<file path="src/rtl/hpt_pkg.sv">
package hpt_pkg;
  localparam int unsigned HPT_KEY_W   = 8;
  localparam int unsigned HPT_SUB_W   = 4;
  localparam int unsigned HPT_ENTRIES = 8;
  localparam int unsigned HPT_LAYERS  = 2;
endpackage

</file>
<file path="src/rtl/hpt_prio_enc.sv">
module hpt_prio_enc #(
  parameter int unsigned N  = 4,
  parameter int unsigned AW = 2
) (
  input  logic [N-1:0]  req,
  output logic          any,
  output logic [AW-1:0] idx
);
  always_comb begin
    any = 1'b0;
    idx = '0;
    for (int i = N - 1; i >= 0; i--) begin
      if (req[i]) begin
        any = 1'b1;
        idx = AW'(i);
      end
    end
  end
endmodule

</file>
<file path="src/rtl/hpt_subtable.sv">
module hpt_subtable #(
  parameter int unsigned SUB_W = 4,
  parameter int unsigned ENT   = 4,
  parameter int unsigned EAW   = 2
) (
  input  logic             clk,
  input  logic             rst_n,
  input  logic             wr_en,
  input  logic [EAW-1:0]   wr_idx,
  input  logic [SUB_W-1:0] wr_pat,
  input  logic [SUB_W-1:0] wr_care,
  input  logic             wr_live,
  input  logic [SUB_W-1:0] rd_val,
  output logic [ENT-1:0]   rd_row
);
  localparam int unsigned ROWS = 1 << SUB_W;

  logic [ENT-1:0] row_q [ROWS];
  logic [ENT-1:0] row_d [ROWS];
  logic [ENT-1:0] col_any;

  always_comb begin
    for (int r = 0; r < ROWS; r++) begin
      row_d[r] = row_q[r];
      if (wr_en)
        row_d[r][wr_idx] = wr_live && (((SUB_W'(r) ^ wr_pat) & wr_care) == '0);
    end
  end

  always_ff @(posedge clk or negedge rst_n) begin
    if (!rst_n) begin
      for (int r = 0; r < ROWS; r++) row_q[r] <= '0;
    end else if (wr_en) begin
      for (int r = 0; r < ROWS; r++) row_q[r] <= row_d[r];
    end
  end

  assign rd_row = row_q[rd_val];

  always_comb begin
    col_any = '0;
    for (int r = 0; r < ROWS; r++) col_any = col_any | row_q[r];
  end

  AST_REMOVED_COLUMN_EMPTY: assert property (@(posedge clk) disable iff (!rst_n)
    (wr_en && !wr_live) |=> !col_any[$past(wr_idx)]);

  AST_STORED_ROW_SET: assert property (@(posedge clk) disable iff (!rst_n)
    (wr_en && wr_live) |=> row_q[$past(wr_pat & wr_care)][$past(wr_idx)]);
endmodule

</file>
<file path="src/rtl/hpt_layer.sv">
module hpt_layer #(
  parameter int unsigned KEY_W = 8,
  parameter int unsigned SUB_W = 4,
  parameter int unsigned ENT   = 4,
  parameter int unsigned EAW   = 2
) (
  input  logic             clk,
  input  logic             rst_n,
  input  logic             map_en,
  input  logic [EAW-1:0]   map_idx,
  input  logic [KEY_W-1:0] map_pat,
  input  logic [KEY_W-1:0] map_care,
  input  logic             map_live,
  input  logic             key_vld,
  input  logic [KEY_W-1:0] key,
  output logic             loc_vld,
  output logic             loc_hit,
  output logic [EAW-1:0]   loc_idx
);
  localparam int unsigned PARTS = KEY_W / SUB_W;

  logic [ENT-1:0] part_row [PARTS];
  logic [ENT-1:0] match_vec;
  logic           pe_any;
  logic [EAW-1:0] pe_idx;
  logic           vld_d, hit_d;
  logic [EAW-1:0] idx_d;
  logic [ENT-1:0] low_mask;

  for (genvar p = 0; p < PARTS; p++) begin : g_part
    hpt_subtable #(.SUB_W(SUB_W), .ENT(ENT), .EAW(EAW)) u_sub (
      .clk     (clk),
      .rst_n   (rst_n),
      .wr_en   (map_en),
      .wr_idx  (map_idx),
      .wr_pat  (map_pat[p*SUB_W +: SUB_W]),
      .wr_care (map_care[p*SUB_W +: SUB_W]),
      .wr_live (map_live),
      .rd_val  (key[p*SUB_W +: SUB_W]),
      .rd_row  (part_row[p])
    );
  end

  always_comb begin
    match_vec = '1;
    for (int p = 0; p < PARTS; p++) match_vec = match_vec & part_row[p];
  end

  hpt_prio_enc #(.N(ENT), .AW(EAW)) u_local_pe (
    .req (match_vec),
    .any (pe_any),
    .idx (pe_idx)
  );

  always_comb begin
    vld_d = key_vld;
    hit_d = key_vld && pe_any;
    idx_d = hit_d ? pe_idx : '0;
  end

  always_ff @(posedge clk or negedge rst_n) begin
    if (!rst_n) begin
      loc_vld <= 1'b0;
      loc_hit <= 1'b0;
      loc_idx <= '0;
    end else begin
      loc_vld <= vld_d;
      loc_hit <= hit_d;
      loc_idx <= idx_d;
    end
  end

  assign low_mask = (ENT'(1) << loc_idx) - ENT'(1);

  AST_LOCAL_HIT_BACKED: assert property (@(posedge clk) disable iff (!rst_n)
    loc_hit |-> ((($past(match_vec) >> loc_idx) & ENT'(1)) != '0));

  AST_LOCAL_LOWEST_WINS: assert property (@(posedge clk) disable iff (!rst_n)
    loc_hit |-> (($past(match_vec) & low_mask) == '0));
endmodule

</file>
<file path="src/rtl/hpt_lookup.sv">
module hpt_lookup #(
  parameter int unsigned KEY_W   = hpt_pkg::HPT_KEY_W,
  parameter int unsigned SUB_W   = hpt_pkg::HPT_SUB_W,
  parameter int unsigned ENTRIES = hpt_pkg::HPT_ENTRIES,
  parameter int unsigned LAYERS  = hpt_pkg::HPT_LAYERS,
  localparam int unsigned AW     = $clog2(ENTRIES)
) (
  input  logic             clk,
  input  logic             rst_n,
  input  logic             map_we,
  input  logic [AW-1:0]    map_addr,
  input  logic [KEY_W-1:0] map_value,
  input  logic [KEY_W-1:0] map_care,
  input  logic             map_live,
  input  logic             srch_vld,
  input  logic [KEY_W-1:0] srch_key,
  output logic             res_vld,
  output logic             res_hit,
  output logic [AW-1:0]    res_addr
);
  localparam int unsigned LENT = ENTRIES / LAYERS;
  localparam int unsigned LAW  = $clog2(LENT);
  localparam int unsigned LYW  = AW - LAW;

  logic [LAYERS-1:0] lay_vld;
  logic [LAYERS-1:0] lay_hit;
  logic [LAW-1:0]    lay_idx [LAYERS];
  logic              g_any;
  logic [LYW-1:0]    g_lay;
  logic              vld_d, hit_d;
  logic [AW-1:0]     addr_d;
  logic [LAYERS-1:0] lower_layers;

  for (genvar g = 0; g < LAYERS; g++) begin : g_layer
    logic sel;
    assign sel = map_we && (map_addr[AW-1:LAW] == LYW'(g));
    hpt_layer #(.KEY_W(KEY_W), .SUB_W(SUB_W), .ENT(LENT), .EAW(LAW)) u_layer (
      .clk      (clk),
      .rst_n    (rst_n),
      .map_en   (sel),
      .map_idx  (map_addr[LAW-1:0]),
      .map_pat  (map_value),
      .map_care (map_care),
      .map_live (map_live),
      .key_vld  (srch_vld),
      .key      (srch_key),
      .loc_vld  (lay_vld[g]),
      .loc_hit  (lay_hit[g]),
      .loc_idx  (lay_idx[g])
    );
  end

  hpt_prio_enc #(.N(LAYERS), .AW(LYW)) u_global_pe (
    .req (lay_hit),
    .any (g_any),
    .idx (g_lay)
  );

  always_comb begin
    vld_d  = lay_vld[0];
    hit_d  = lay_vld[0] && g_any;
    addr_d = hit_d ? {g_lay, lay_idx[g_lay]} : '0;
  end

  always_ff @(posedge clk or negedge rst_n) begin
    if (!rst_n) begin
      res_vld  <= 1'b0;
      res_hit  <= 1'b0;
      res_addr <= '0;
    end else begin
      res_vld  <= vld_d;
      res_hit  <= hit_d;
      res_addr <= addr_d;
    end
  end

  assign lower_layers = (LAYERS'(1) << res_addr[AW-1:LAW]) - LAYERS'(1);

  AST_RESULT_LATENCY: assert property (@(posedge clk) disable iff (!rst_n)
    res_vld == $past(srch_vld, 2));

  AST_IDLE_QUIET: assert property (@(posedge clk) disable iff (!rst_n)
    !res_vld |-> (!res_hit && res_addr == '0));

  AST_MISS_ADDR_ZERO: assert property (@(posedge clk) disable iff (!rst_n)
    (res_vld && !res_hit) |-> (res_addr == '0));

  AST_LOWEST_LAYER_WINS: assert property (@(posedge clk) disable iff (!rst_n)
    res_hit |-> (($past(lay_hit) & lower_layers) == '0));
endmodule

</file>
<file path="config.mk">
export PLATFORM = sky130hd
export DESIGN_NAME = hpt_lookup
export DESIGN_NICKNAME = d
export VERILOG_FILES = /design/src/rtl/hpt_pkg.sv /design/src/rtl/hpt_prio_enc.sv /design/src/rtl/hpt_subtable.sv /design/src/rtl/hpt_layer.sv /design/src/rtl/hpt_lookup.sv
export SDC_FILE = /design/constraint.sdc
export NUM_CORES = 1
export LEC_CHECK = 0
export ABC_AREA = 1
export CAP_MARGIN = 20
export CORE_AREA = 3 3 220 222
export CTS_CLUSTER_SIZE = 14
export DETAILED_ROUTE_END_ITERATION = 10
export DIE_AREA = 0 0 223 225
export PLACE_DENSITY = 0.47
export SYNTH_ARGS = -nofsm -noshare
export SYNTH_HDL_FRONTEND = slang
export SYNTH_SLANG_ARGS = --single-unit
</file>
<file path="constraint.sdc">
create_clock -name clk -period 1.7 [get_ports clk]
set_clock_uncertainty 0.1 [all_clocks]
set_input_delay 0.34 -clock clk [delete_from_list [all_inputs] [get_ports clk]]
set_output_delay 0.34 -clock clk [all_outputs]
set_load 0.01 [all_outputs]
</file>
* Yosys cells after proc, flatten, opt, wreduce, memory -nomap -nowiden
Cells that the tools add are included.
** Word-level totals
- Logic and storage cells :: 318
- Memories kept :: 0
- Bits in latches :: 0
- Bits of input ports :: 32
- ROM bits :: 0
- Register bits :: 268
- Bits in writable memories :: 0
- Output and inout bits :: 5
** Operators by class
- $mul :: 0
- Reductions and logical operators :: 70
- Equal/unequal tests :: 0
- Multiplexer cells :: 103
- $lt $le $gt $ge :: 5
- $add $sub $neg :: 0
- Shift operators :: 0
- Divide/modulo/power cells :: 0
- Bitwise gates (word level) :: 68
** Operator list (number)
- 4-bit bitwise mux :: 64
- 4-bit AND :: 34
- 4-bit zero test :: 32
- 4-bit binary-select mux with 4-bit select :: 4
- 1-bit logical AND :: 38
- 4-bit two-way mux :: 8
- 2-bit two-way mux :: 13
- 2-bit NOT :: 12
- 3-bit NOT :: 8
- 1-bit two-way mux :: 12
- 5-bit greater-or-equal comparator, second input constant :: 2
- 4-bit NOT with 5-bit output :: 2
- 1-bit NOT :: 9
- 4-bit NOT :: 2
- 2-bit by 3-bit < comparator with 1-bit output, second input constant :: 1
- 3-bit two-way mux :: 1
- 1-bit demux with 2-bit select :: 1
- 2-bit by 1-bit greater-or-equal comparator with 1-bit output, second input constant :: 1
- 2-bit greater-or-equal comparator, second input constant :: 1
- 1-bit NOT with 2-bit output :: 1

* Logic depth before layout (Yosys ltp)
Gate-level depths: netlist of the first run.
- Depth in word-level cells :: 11
- Mapped depth :: 14
- Mapped depth without buffers :: 13

* Cells and area by module
A second synthesis of the first run with hierarchy kept.
** Unflattened totals
- Cell total of the unflattened synthesis :: 1884
- Area total of the unflattened synthesis :: 13812.0 µm²
** Modules (own cells, without submodules)
- hpt_subtable (g_layer[0].u_layer.g_part[1].u_sub ...) :: cells each 452, area an instance 3313.2 µm², instances 2, seq. area each 1601.5 µm²
- hpt_subtable (g_layer[1].u_layer.g_part[1].u_sub) :: cells each 450, area an instance 3310.7 µm², instances 1, seq. area each 1601.5 µm²
- hpt_subtable (g_layer[0].u_layer.g_part[0].u_sub) :: cells each 451, area an instance 3280.6 µm², instances 1, seq. area each 1601.5 µm²
- hpt_layer :: cells each 18, area an instance 152.6 µm², instances 2, seq. area each 100.1 µm²
- hpt_lookup :: cells each 23, area an instance 198.9 µm², instances 1, seq. area each 125.1 µm²
- hpt_prio_enc (g_layer[0].u_layer.u_local_pe ...) :: cells each 8, area an instance 36.3 µm², instances 2, seq. area each 0.0 µm²
- hpt_prio_enc (u_global_pe) :: cells each 4, area an instance 17.5 µm², instances 1, seq. area each 0.0 µm²

* Worst setup path after synthesis of the first run
Ideal clock, no wire load.
- Kind :: input -> register
- From :: in srch_key[5]
- To :: reg g_layer[1].u_layer.loc_idx[0]
- Path buffers :: 2
- Arrival time :: 1.364 ns
- Path slack :: 0.116 ns
- Stages on the path :: 12
- Data required time :: 1.479 ns
- Path through :: buf_4 -> inv_1 -> buf_2 -> nand3_1 -> nand3_1 -> nand2_1 -> nand2_1 -> nand2_1 -> nand2_1 -> nand2_1 -> o21ai_1 -> nor2_1
** Between the ends
- Longest elaborated chain between the ends :: 11
** Ends and longest elaborated chain
- start, declared :: line hpt_lookup.sv:16 : input logic [KEY_W-1:0] srch_key,
- 4-bit NOT with 5-bit output (implied by the code) (*) :: line hpt_subtable.sv:38 : assign rd_row = row_q[rd_val];
- 4-bit binary-select mux with 4-bit select (*) :: line hpt_subtable.sv:38
- 4-bit two-way mux (implied by the code) (*) (2 in a row) :: line hpt_subtable.sv:38
- 4-bit AND (*) :: line hpt_layer.sv:46 : for (int p = 0; p < PARTS; p++) match_vec = match_vec & part_row[p];
- 1-bit two-way mux (4 in a row) :: line hpt_prio_enc.sv:13 : if (req[i]) begin
- 1-bit logical AND :: line hpt_layer.sv:57 : hit_d = key_vld && pe_any;
- 2-bit two-way mux (*) :: line hpt_layer.sv:58 : idx_d = hit_d ? pe_idx : '0;
- named net g_layer[1].u_layer.idx_d[0] :: line hpt_layer.sv:27 : logic [EAW-1:0] idx_d;
- end signal, assigned :: line hpt_layer.sv:69 : loc_idx <= idx_d;
- end, declared :: line hpt_layer.sv:18 : output logic [EAW-1:0] loc_idx
Mark *: on every way through the listed nets, which the timed path passes. The rest lies on a longest branch. The select of a mux whose other input is x is not followed.
A chain may end at the register's enable or synchronous reset.

* Worst setup path in the final report of the first run
- From :: reg res_addr[1]
- To :: out res_addr[1]
** RTL lines
- start, declared :: line hpt_lookup.sv:19 : output logic [AW-1:0] res_addr
- start signal, assigned :: line hpt_lookup.sv:73 : res_addr <= addr_d;
No word-level cell between the ends.

==> results.json, run 1 <==
{
  "outcome": "finished clean",
  "fin_crit_sh_pct": 95.7,
  "grt-ovfl-total": 0,
  "fillers": 4937,
  "max_slew_margin_pct": 69.4,
  "vdd_drop_max_mv": 0.767,
  "drc": 0,
  "criticalPathCategory": "reg2out",
  "cap_violations": 0,
  "diodes": 0,
  "p_per_area_nw_per_um2": 1090,
  "synth_seq_cells": 268,
  "worst-path-buf-inv": 1,
  "setup_tns_ns": 0,
  "antenna_left": 0,
  "die-width_um": 223,
  "vias": 11000,
  "clk-insertion-delay-late_ns": 0.58,
  "cts.htree.levels": 1,
  "start_util_pct": 26.8,
  "wl_per_cell_um": 17.7,
  "fin_nets": 1773,
  "crit_required_ns": 1.26,
  "start_kind": "flip-flop",
  "yosys_warnings": 0,
  "worstMarginPinSlew_ns": 0.454,
  "cp_slowest_cell": "dfrtp_1",
  "num_rows": 79,
  "fmax_mhz": 615,
  "clkSlewWorstSetupHoldPaths_ns": 0.06,
  "cts.path.max_buffers": 3,
  "syn_to_final_growth_pct": 25.5,
  "grt_pass1_vias": 11000,
  "synth_largest_area_cell": "dfrtp_1",
  "rsz0062_at_grt": "false",
  "multi_input_area_um2": 5210,
  "cts_tree": "done",
  "synthCells": 1645,
  "yosysSeqAreaShare_pct": 53.7,
  "cp_cell_sequence": "clkdlybuf4s15_1",
  "slew_violations": 0,
  "numCtsBuffers": 31,
  "finalNonFillerCells": 2373,
  "synth.top_cell.area_share_pct": 53.7,
  "crit_arrival_ns": 1.19,
  "power.share.clock_pct": 41.3,
  "io_buffers": 36,
  "reg2reg_slack_ns": 0.09,
  "dr.first_iter.drc_count": 838,
  "synth_area_per_cell_um2": 7.59,
  "hold_violations": 0,
  "seqPwrFrac_pct": 44.2,
  "setup-violations-final": 0,
  "core_area_um2": 46600,
  "p_switching_mw": 4.80,
  "reg2reg_to": "g_layer[1].u_layer.loc_hit",
  "grt_use_total_pct": 16.9,
  "cts_root_buf": "clkbuf_16",
  "worst_setup_path_end_kind": "output pin",
  "die_height_um": 225,
  "synthesis.nets": 1677,
  "crit_family": "flip-flops",
  "r2r_start": "g_layer[1].u_layer.g_part[1].u_sub.row_q[59]",
  "cts.sink_count": 268,
  "seq_area_um2": 6710,
  "reg2reg_depth": 10,
  "min_period_ns": 1.63,
  "cp_max_fo": 1,
  "drive_above_1_share_pct": 12.0,
  "power_mw": 17.1,
  "gp_routability_congestion": 0.818,
  "swShare_pct": 28.0,
  "grt_pass1_wl_mm": 67.1,
  "cpPeakStageDelay_ns": 0.38,
  "power_frac_comb_pct": 14.5,
  "grt_max_degree": 63,
  "drtPass1Iterations": 5,
  "cts_setup_buffers": 0,
  "place_inst": 2313,
  "hold_class": "in2async",
  "io_pins": 37,
  "leakage_nw": 7.67,
  "synth_area_leaders": "dfrtp_1, nand2_1, nand3_1, o21ai_0, clkbuf_1",
  "synth_area_um2": 12500,
  "dieArea_um2": 50200,
  "avgViaCountPerCell": 4.66,
  "dp_hpwl_mm": 28.0,
  "antenna_found_initial": 0,
  "p_int_mw": 12.3,
  "wl_mm": 41.9,
  "ys_types": 19
}
==> worst max-delay path by stage <==
stage / startpoint / endpoint / slack (ns) / cells past startpoint
finish: res_addr[1] / res_addr[1] / 0.07 / 1
global route: g_layer[0].u_layer.g_part[1].u_sub.row_q[8] / g_layer[0].u_layer.loc_hit / 0.008 / 10
CTS: srch_key[5] / g_layer[1].u_layer.loc_hit / 0.004 / 12
detailed placement: srch_key[5] / g_layer[1].u_layer.loc_hit / -0.63 / 12
global placement: srch_key[5] / g_layer[1].u_layer.loc_hit / -0.61 / 12
floorplan: srch_key[5] / g_layer[1].u_layer.loc_idx[0] / 0.12 / 12
==> cells in the mapped netlist <==
master and n:
nor3_1 3, inv_2 14, o211a_1 1, o21a_1 1, buf_4 12, nor2_1 28, buf_1 3, dfrtp_1 268
o21ai_0 155, nand3_1 192, clkbuf_1 53, buf_2 26, o22ai_1 3, o21ai_1 24, nand2_1 820, a21oi_1 3
inv_1 32, nor3_2 5, buf_6 2
==> registers in the layout, indices dropped and copies added, names as in the netlist <==
name	flops
g_layer.u_layer.loc_hit	2
g_layer.u_layer.loc_vld	1
g_layer.u_layer.g_part.u_sub.row_q	256
res_addr	3
res_vld	1
res_hit	1
g_layer.u_layer.loc_idx	4
==> placed cells by master, fill, tap and decap left out <==
master / instances
nand2_1: 815
dfrtp_1: 268
nand3_1: 187
o21ai_0: 155
buf_4: 85
buf_12: 34
inv_1: 31
clkbuf_16: 31
nor2_1: 28
clkdlybuf4s50_1: 26
o21ai_1: 22
inv_2: 14
nor3_2: 6
clkbuf_8: 6
clkinvlp_4: 6
nand3_2: 5
nand2_2: 5
clkinv_2: 5
clkdlybuf4s15_1: 5
clkbuf_1: 4
bufinv_16: 4
a21oi_1: 3
o22ai_1: 3
o21ai_2: 2
nor3_1: 2
buf_2: 2
dlymetal6s2s_1: 2
buf_6: 2
inv_4: 1
o211a_1: 1
o21a_1: 1
inv_6: 1
clkinv_4: 1
buf_16: 1
dlygate4sd3_1: 1
buf_8: 1
==> final cells by class <==
type / instances / share of cell area, %
clock buffers: 41 / 5.57
multi-input cells: 1235 / 33.2
clock inverters: 17 / 1.33
flip-flops and latches: 268 / 42.8
well taps: 607 / 4.85
inverters: 46 / 1.12
repair buffers: 159 / 11.1
==> power groups by stage <==
stage / sequential [mW] / combinational, mW / clock (mW)
2_1_floorplan: 7.56 / 1.42 / 0
3_3_place_gp: 7.67 / 2.46 / 0
3_5_place_dp: 7.67 / 2.49 / 0
4_1_cts: 7.57 / 2.51 / 7.24
5_1_grt: 7.67 / 2.85 / 7.53
6_report: 7.57 / 2.49 / 7.08
==> per-stage QoR <==
step | setup WS, ns | utilization [%] | area [µm²] | hold slack [ns]
after floorplan | 0.116 | - | 12500 | -0.0556
after global placement | -0.606 | 31.1 | 14500 | 0.156
after detailed placement | -0.626 | 31.1 | 14500 | 0.158
after CTS | 0.00380 | 33.6 | 15600 | 0.120
after global routing | 0.00825 | 33.7 | 15700 | 0.144
final | 0.0738 | 33.7 | 15700 | 0.127
==> timing repair <==
action / in CTS / in global routing
resized for setup: 18 / 11
gates cloned: 1 / 0
hold endpoints to repair: 243 / 0
endpoints found under the setup margin: 6 / 6
hold buffers: 1 / 0
==> layer usage <==
metal	wire length, µm	GRT usage [%]	share of wire (%)
met1	20000	24.3	48
met2	19200	27.3	46
met3	1690	2.29	4.0
met4	1060	4.04	2.5
met5	0	0	0
==> kinds of logic after synthesis <==
logic type | share of synthesized area (%)
simple gates | 33.7
flops | 53.7
compound gates | 7.58
buf+inv | 5.01
No activity file was read; power rests on OpenSTA's default activity.
==> inputs of run 2 (changes only) <==
CORE_AREA = 3 3 157 311   (was 3 3 220 222)
DIE_AREA = 0 0 160 314   (was 0 0 223 225)
==> results.json, run 2 (synthesized netlist as in run 1, its figures left out) <==
{
  "fillers": 5039,
  "avgViaCountPerCell": 4.69,
  "power.share.clock_pct": 36.1,
  "antenna_found_initial": 0,
  "finalNonFillerCells": 2372,
  "io_buffers": 36,
  "cp_max_fo": 2,
  "diodes": 0,
  "largestRegisters": "g_layer.u_layer.g_part.u_sub.row_q (256), g_layer.u_layer.loc_idx (4), res_addr (3)",
  "layout_commonest_cell": "nand2_1",
  "multi_input_area_um2": 5210,
  "max_slew_margin_pct": 50.3,
  "core_area_um2": 46800,
  "fin_nets": 1765,
  "crit_family": "simple AND/OR/NAND/NOR gates",
  "die_height_um": 314,
  "grt_max_degree": 41,
  "grt-ovfl-total": 0,
  "place_area_um2": 14600,
  "antenna_left": 0,
  "criticalPathCategory": "reg2reg",
  "swShare_pct": 28.2,
  "outcome": "finished clean",
  "slew_violations": 0,
  "worst_setup_path_end_kind": "flip-flop",
  "cts.path.max_buffers": 3,
  "grt_pass1_vias": 11700,
  "drc": 0,
  "drive_above_1_share_pct": 11.2,
  "dp_hpwl_mm": 32.7,
  "rsz0062_at_grt": "false",
  "power_mw": 16.0,
  "hold_class": "in2async",
  "worstMarginPinSlew_ns": 0.743,
  "fmax_mhz": 602,
  "crit_required_ns": 2.07,
  "cap_violations": 0,
  "cp_cell_sequence": "nand2_1 -> nand3_1 -> nand3_1 -> nand2_1 -> nand2_1 -> nand2_1 -> nand2_1 -> nand2_1 -> buf_4 -> nor2_1",
  "pre_cts_ws_ns": -0.725,
  "num_rows": 112,
  "drtPass1Iterations": 5,
  "cts.sink_count": 268,
  "start_kind": "flip-flop",
  "p_int_mw": 11.5,
  "numCtsBuffers": 25,
  "start_util_pct": 26.7,
  "cts.htree.levels": 1,
  "seq_area_um2": 6710,
  "gp_routability_congestion": 0.923,
  "final_cell_area_um2": 15600,
  "vias": 11100,
  "regMostFlops": "g_layer.u_layer.g_part.u_sub.row_q",
  "cts_root_buf": "clkbuf_16",
  "seqPwrFrac_pct": 47.5,
  "wl_mm": 46.7,
  "die-width_um": 160,
  "hold_violations": 0,
  "cp_slowest_cell": "dfrtp_1",
  "fin_ws_ns": 0.0382,
  "clk-insertion-delay-late_ns": 0.54,
  "crit_arrival_ns": 2.03,
  "fin_crit_sh_pct": 97.8,
  "worst-path-buf-inv": 1,
  "wl_per_cell_um": 19.7,
  "setup-violations-final": 0,
  "vdd_drop_max_mv": 0.621,
  "largest_reg_flops": 256,
  "hold_slack_ns": 0.184,
  "p_switching_mw": 4.51,
  "dr.first_iter.drc_count": 655,
  "place_inst": 2329,
  "io_pins": 37,
  "dieArea_um2": 50200,
  "grt_use_total_pct": 18.5,
  "clkSlewWorstSetupHoldPaths_ns": 0.07,
  "grt_pass1_wl_mm": 71.0,
  "cpPeakStageDelay_ns": 0.39,
  "mostFrequentLayoutCells": "nand2_1, dfrtp_1, nand3_1",
  "cts_tree": "done",
  "p_per_area_nw_per_um2": 1030,
  "syn_to_final_growth_pct": 24.6,
  "leakage_nw": 7.63,
  "crit_top_cell": "nand2_1",
  "min_period_ns": 1.66,
  "power_frac_comb_pct": 16.4
}
run 2: final timing paths:
path,startpoint,to,slack [ns],depth (start not counted)
max,g_layer[0].u_layer.g_part[0].u_sub.row_q[61],g_layer[0].u_layer.loc_idx[1],0.04,10
min,rst_n,g_layer[0].u_layer.g_part[0].u_sub.row_q[13],0.18,2
max reg2reg,g_layer[0].u_layer.g_part[0].u_sub.row_q[61],g_layer[0].u_layer.loc_idx[1],0.04,10
min reg2reg,g_layer[0].u_layer.loc_vld,res_vld,0.29,0
max in group asynchronous,rst_n,g_layer[1].u_layer.g_part[1].u_sub.row_q[30],0.59,3
min in group clk,g_layer[0].u_layer.loc_vld,res_vld,0.29,0
run 2: layout make-up:
type | instances | area share [%]
Sequential cell | 268 | 43.1
Multi-Input combinational cell | 1235 | 33.5
Timing Repair Buffer | 157 | 12.1
Tap cell | 627 | 5.04
Clock buffer | 35 | 4.52
Inverter | 46 | 1.13
Clock inverter | 4 | 0.611
run 2: per-layer routing:
layer / vias to the layer above / wire, µm / GRT usage (%)
li1: 5398 / - / -
met5: - / 0 / 0
met3: 80 / 1300 / 1.29
met2: 238 / 25900 / 36.5
met1: 5402 / 17600 / 20.1
met4: 0 / 1880 / 7.44
run 2: power by group through the flow:
stage	clock network [mW]	registers [mW]	logic, mW
floorplan	0	7.56	1.42
global placement	0	7.69	2.56
detailed placement	0	7.70	2.59
CTS	5.94	7.59	2.64
global route	6.14	7.68	2.94
finish	5.77	7.59	2.61
run 2: metrics by stage:
| stage | TNS [ns] | util (%) |
|---|---|---|
| floorplan | 0 | - |
| global placement | -54.93 | 31.2 |
| detailed placement | -58.82 | 31.2 |
| CTS | 0 | 33.2 |
| global route | 0 | 33.2 |
| finish | 0 | 33.2 |
run 2: repair_timing:
item | in CTS | in global routing
gates resized for setup | 26 | 13
cloned | 1 | 0
setup buffers | 2 | 0
hold buffers | 1 | 0
pin swaps | 1 | 1
endpoints found under the setup margin | 11 | 6
endpoints found under the hold margin | 203 | 0
==> inputs of run 3 (changes only) <==
DONT_BUFFER_PORTS = 1   (was unset)
PLACE_DENSITY = 0.46   (was 0.47)
==> results.json, run 3 (synthesized netlist as in run 1, its figures left out) <==
{
  "grt-ovfl-total": 0,
  "min_period_ns": 1.58,
  "cap_violations": 0,
  "crit_arrival_ns": 1.90,
  "antenna_left": 0,
  "crit_required_ns": 2.02,
  "dp_hpwl_mm": 28.7,
  "drive_above_1_share_pct": 8.16,
  "clkSlewWorstSetupHoldPaths_ns": 0.07,
  "fin_crit_sh_pct": 92.8,
  "core_area_um2": 46800,
  "numCtsBuffers": 25,
  "layout_commonest_cell": "nand2_1",
  "reg2reg_depth": 10,
  "cts_setup_buffers": 0,
  "worstMarginPinSlew_ns": 0.954,
  "die_height_um": 314,
  "hold_slack_ns": -0.592,
  "cts.htree.levels": 1,
  "vdd_drop_max_mv": 0.479,
  "r2r_start": "g_layer[1].u_layer.g_part[1].u_sub.row_q[45]",
  "drtPass1Iterations": 5,
  "die-width_um": 160,
  "cpPeakStageDelay_ns": 0.39,
  "hold_violations": 268,
  "grt_pass1_vias": 10600,
  "hold_class": "in2async",
  "grt_pass1_wl_mm": 64.1,
  "setup-violations-final": 0,
  "dr.first_iter.drc_count": 674,
  "fin_ws_ns": 0.122,
  "violations": "hold timing",
  "final_core_util_pct": 31.0,
  "fin_nets": 1681,
  "crit_family": "simple AND/OR/NAND/NOR gates",
  "start_util_pct": 26.7,
  "max_slew_margin_pct": 36.2,
  "diodes": 0,
  "fmax_mhz": 634,
  "crit_end": "g_layer[1].u_layer.loc_idx[0]",
  "regMostFlops": "g_layer.u_layer.g_part.u_sub.row_q",
  "cp_max_fo": 2,
  "crit_top_cell": "nand2_1",
  "io_buffers": 0,
  "num_rows": 112,
  "mostFrequentLayoutCells": "nand2_1, dfrtp_1, nand3_1",
  "wl_per_cell_um": 18.0,
  "vias": 10600,
  "io_pins": 37,
  "grt_use_total_pct": 16.3,
  "grt_max_degree": 269,
  "worst_setup_path_end_kind": "flip-flop",
  "antenna_found_initial": 0,
  "largestRegisters": "g_layer.u_layer.g_part.u_sub.row_q (256), g_layer.u_layer.loc_idx (4), res_addr (3)",
  "cts.path.max_buffers": 3,
  "slew_violations": 0,
  "ctsHoldBuffers": 2,
  "cp.depth": 10,
  "p_per_area_nw_per_um2": 1070,
  "cp_slowest_cell": "dfrtp_1",
  "dieArea_um2": 50200,
  "reg2reg_to": "g_layer[1].u_layer.loc_idx[0]",
  "worst-path-buf-inv": 0,
  "rsz0062_at_grt": "false",
  "largest_reg_flops": 256,
  "pre_cts_ws_ns": -0.220,
  "cts.sink_count": 268,
  "criticalPathCategory": "reg2reg",
  "start_kind": "flip-flop",
  "cts_tree": "done",
  "drc": 0,
  "gp_routability_congestion": 0.860,
  "cts_root_buf": "clkbuf_16",
  "reg2reg_slack_ns": 0.12,
  "setup_tns_ns": 0,
  "outcome": "finished with violations",
  "syn_to_final_growth_pct": 16.3,
  "crit_start": "g_layer[1].u_layer.g_part[1].u_sub.row_q[45]",
  "cp_cell_sequence": "nand2_1 -> nand3_1 -> nand3_1 -> nand2_1 -> nand2_1 -> nand2_1 -> nand2_1 -> nand2_1 -> o21ai_1 -> nor2_1",
  "clk-insertion-delay-late_ns": 0.54,
  "wl_mm": 41.4,
  "avgViaCountPerCell": 4.61,
  "leakage_nw": 7.09
}
-- run 3: changes by cell type in the layout (fill, tap and decap cells not counted), sizes merged, moves of 2 or more --
cell and change:
buf -51, clkbuf +4, clkdlybuf4s50 -24, clkinv +2
dlygate4sd2 -5, dlymetal6s2s -4
-- run 3: worst min path at each step --
stage	from	to	slack, ns
CTS	rst_n	g_layer[0].u_layer.g_part[0].u_sub.row_q[9]	-0.62
detailed placement	rst_n	g_layer[0].u_layer.g_part[0].u_sub.row_q[9]	-0.04
finish	rst_n	g_layer[0].u_layer.g_part[0].u_sub.row_q[10]	-0.59
floorplan	rst_n	g_layer[0].u_layer.g_part[0].u_sub.row_q[0]	-0.06
global route	rst_n	g_layer[0].u_layer.g_part[0].u_sub.row_q[9]	-0.62
global placement	rst_n	g_layer[0].u_layer.g_part[0].u_sub.row_q[10]	-0.04
-- run 3: where the power goes --
part / leakage [nW] / total, mW / switching, mW / internal, mW
registers: 3.60 / 7.62 / 0.468 / 7.15
clock network: 0.419 / 5.90 / 2.50 / 3.39
logic: 3.07 / 1.98 / 1.19 / 0.790
-- run 3: worst reg2reg max path: stages (launching register included) --
cell and delay [ns]:
dfrtp_1 0.39, nand2_1 0.07, nand3_1 0.07, nand3_1 0.10, nand2_1 0.14, nand2_1 0.13, nand2_1 0.09, nand2_1 0.10
nand2_1 0.07, o21ai_1 0.15, nor2_1 0.06
-- run 3: timing repair --
action	in CTS	in global routing
hold endpoints to repair	275	268
setup endpoints to repair	0	2
resized for setup	0	6
-- run 3: cell type report --
| class | instances | area (µm²) |
|---|---|---|
| clock buffer | 39 | 768 |
| clock inverter | 5 | 75.1 |
| fill | 5093 | 32300 |
| inverter | 46 | 173 |
| multi-input combinational | 1235 | 5180 |
| sequential | 268 | 6710 |
| tap | 627 | 785 |
| timing repair buffer | 73 | 828 |
-- run 3: per-layer routing --
| layer | wire length (µm) | part of all wire, % | vias to the layer above | track usage, % |
|---|---|---|---|---|
| met4 | 1460 | 3.5 | 0 | 6.20 |
| met5 | 0 | 0 | - | 0 |
| met2 | 22200 | 54 | 192 | 30.9 |
| met3 | 1400 | 3.4 | 63 | 1.87 |
| met1 | 16300 | 39 | 5080 | 18.7 |
| li1 | - | - | 5241 | - |
-- run 3: metrics by stage --
| step | power (mW) | area [µm²] | hold slack (ns) | std cells |
|---|---|---|---|---|
| final | 15.5 | 14500 | -0.592 | 2293 |
| after global routing | 16.3 | 14500 | -0.617 | 2293 |
| after CTS | 15.7 | 14500 | -0.621 | 2293 |
| after detailed placement | 9.71 | 13600 | -0.0439 | 2247 |
| after global placement | 9.69 | 13600 | -0.0418 | 2247 |
| after floorplan | 8.98 | 12500 | -0.0556 | 1645 |
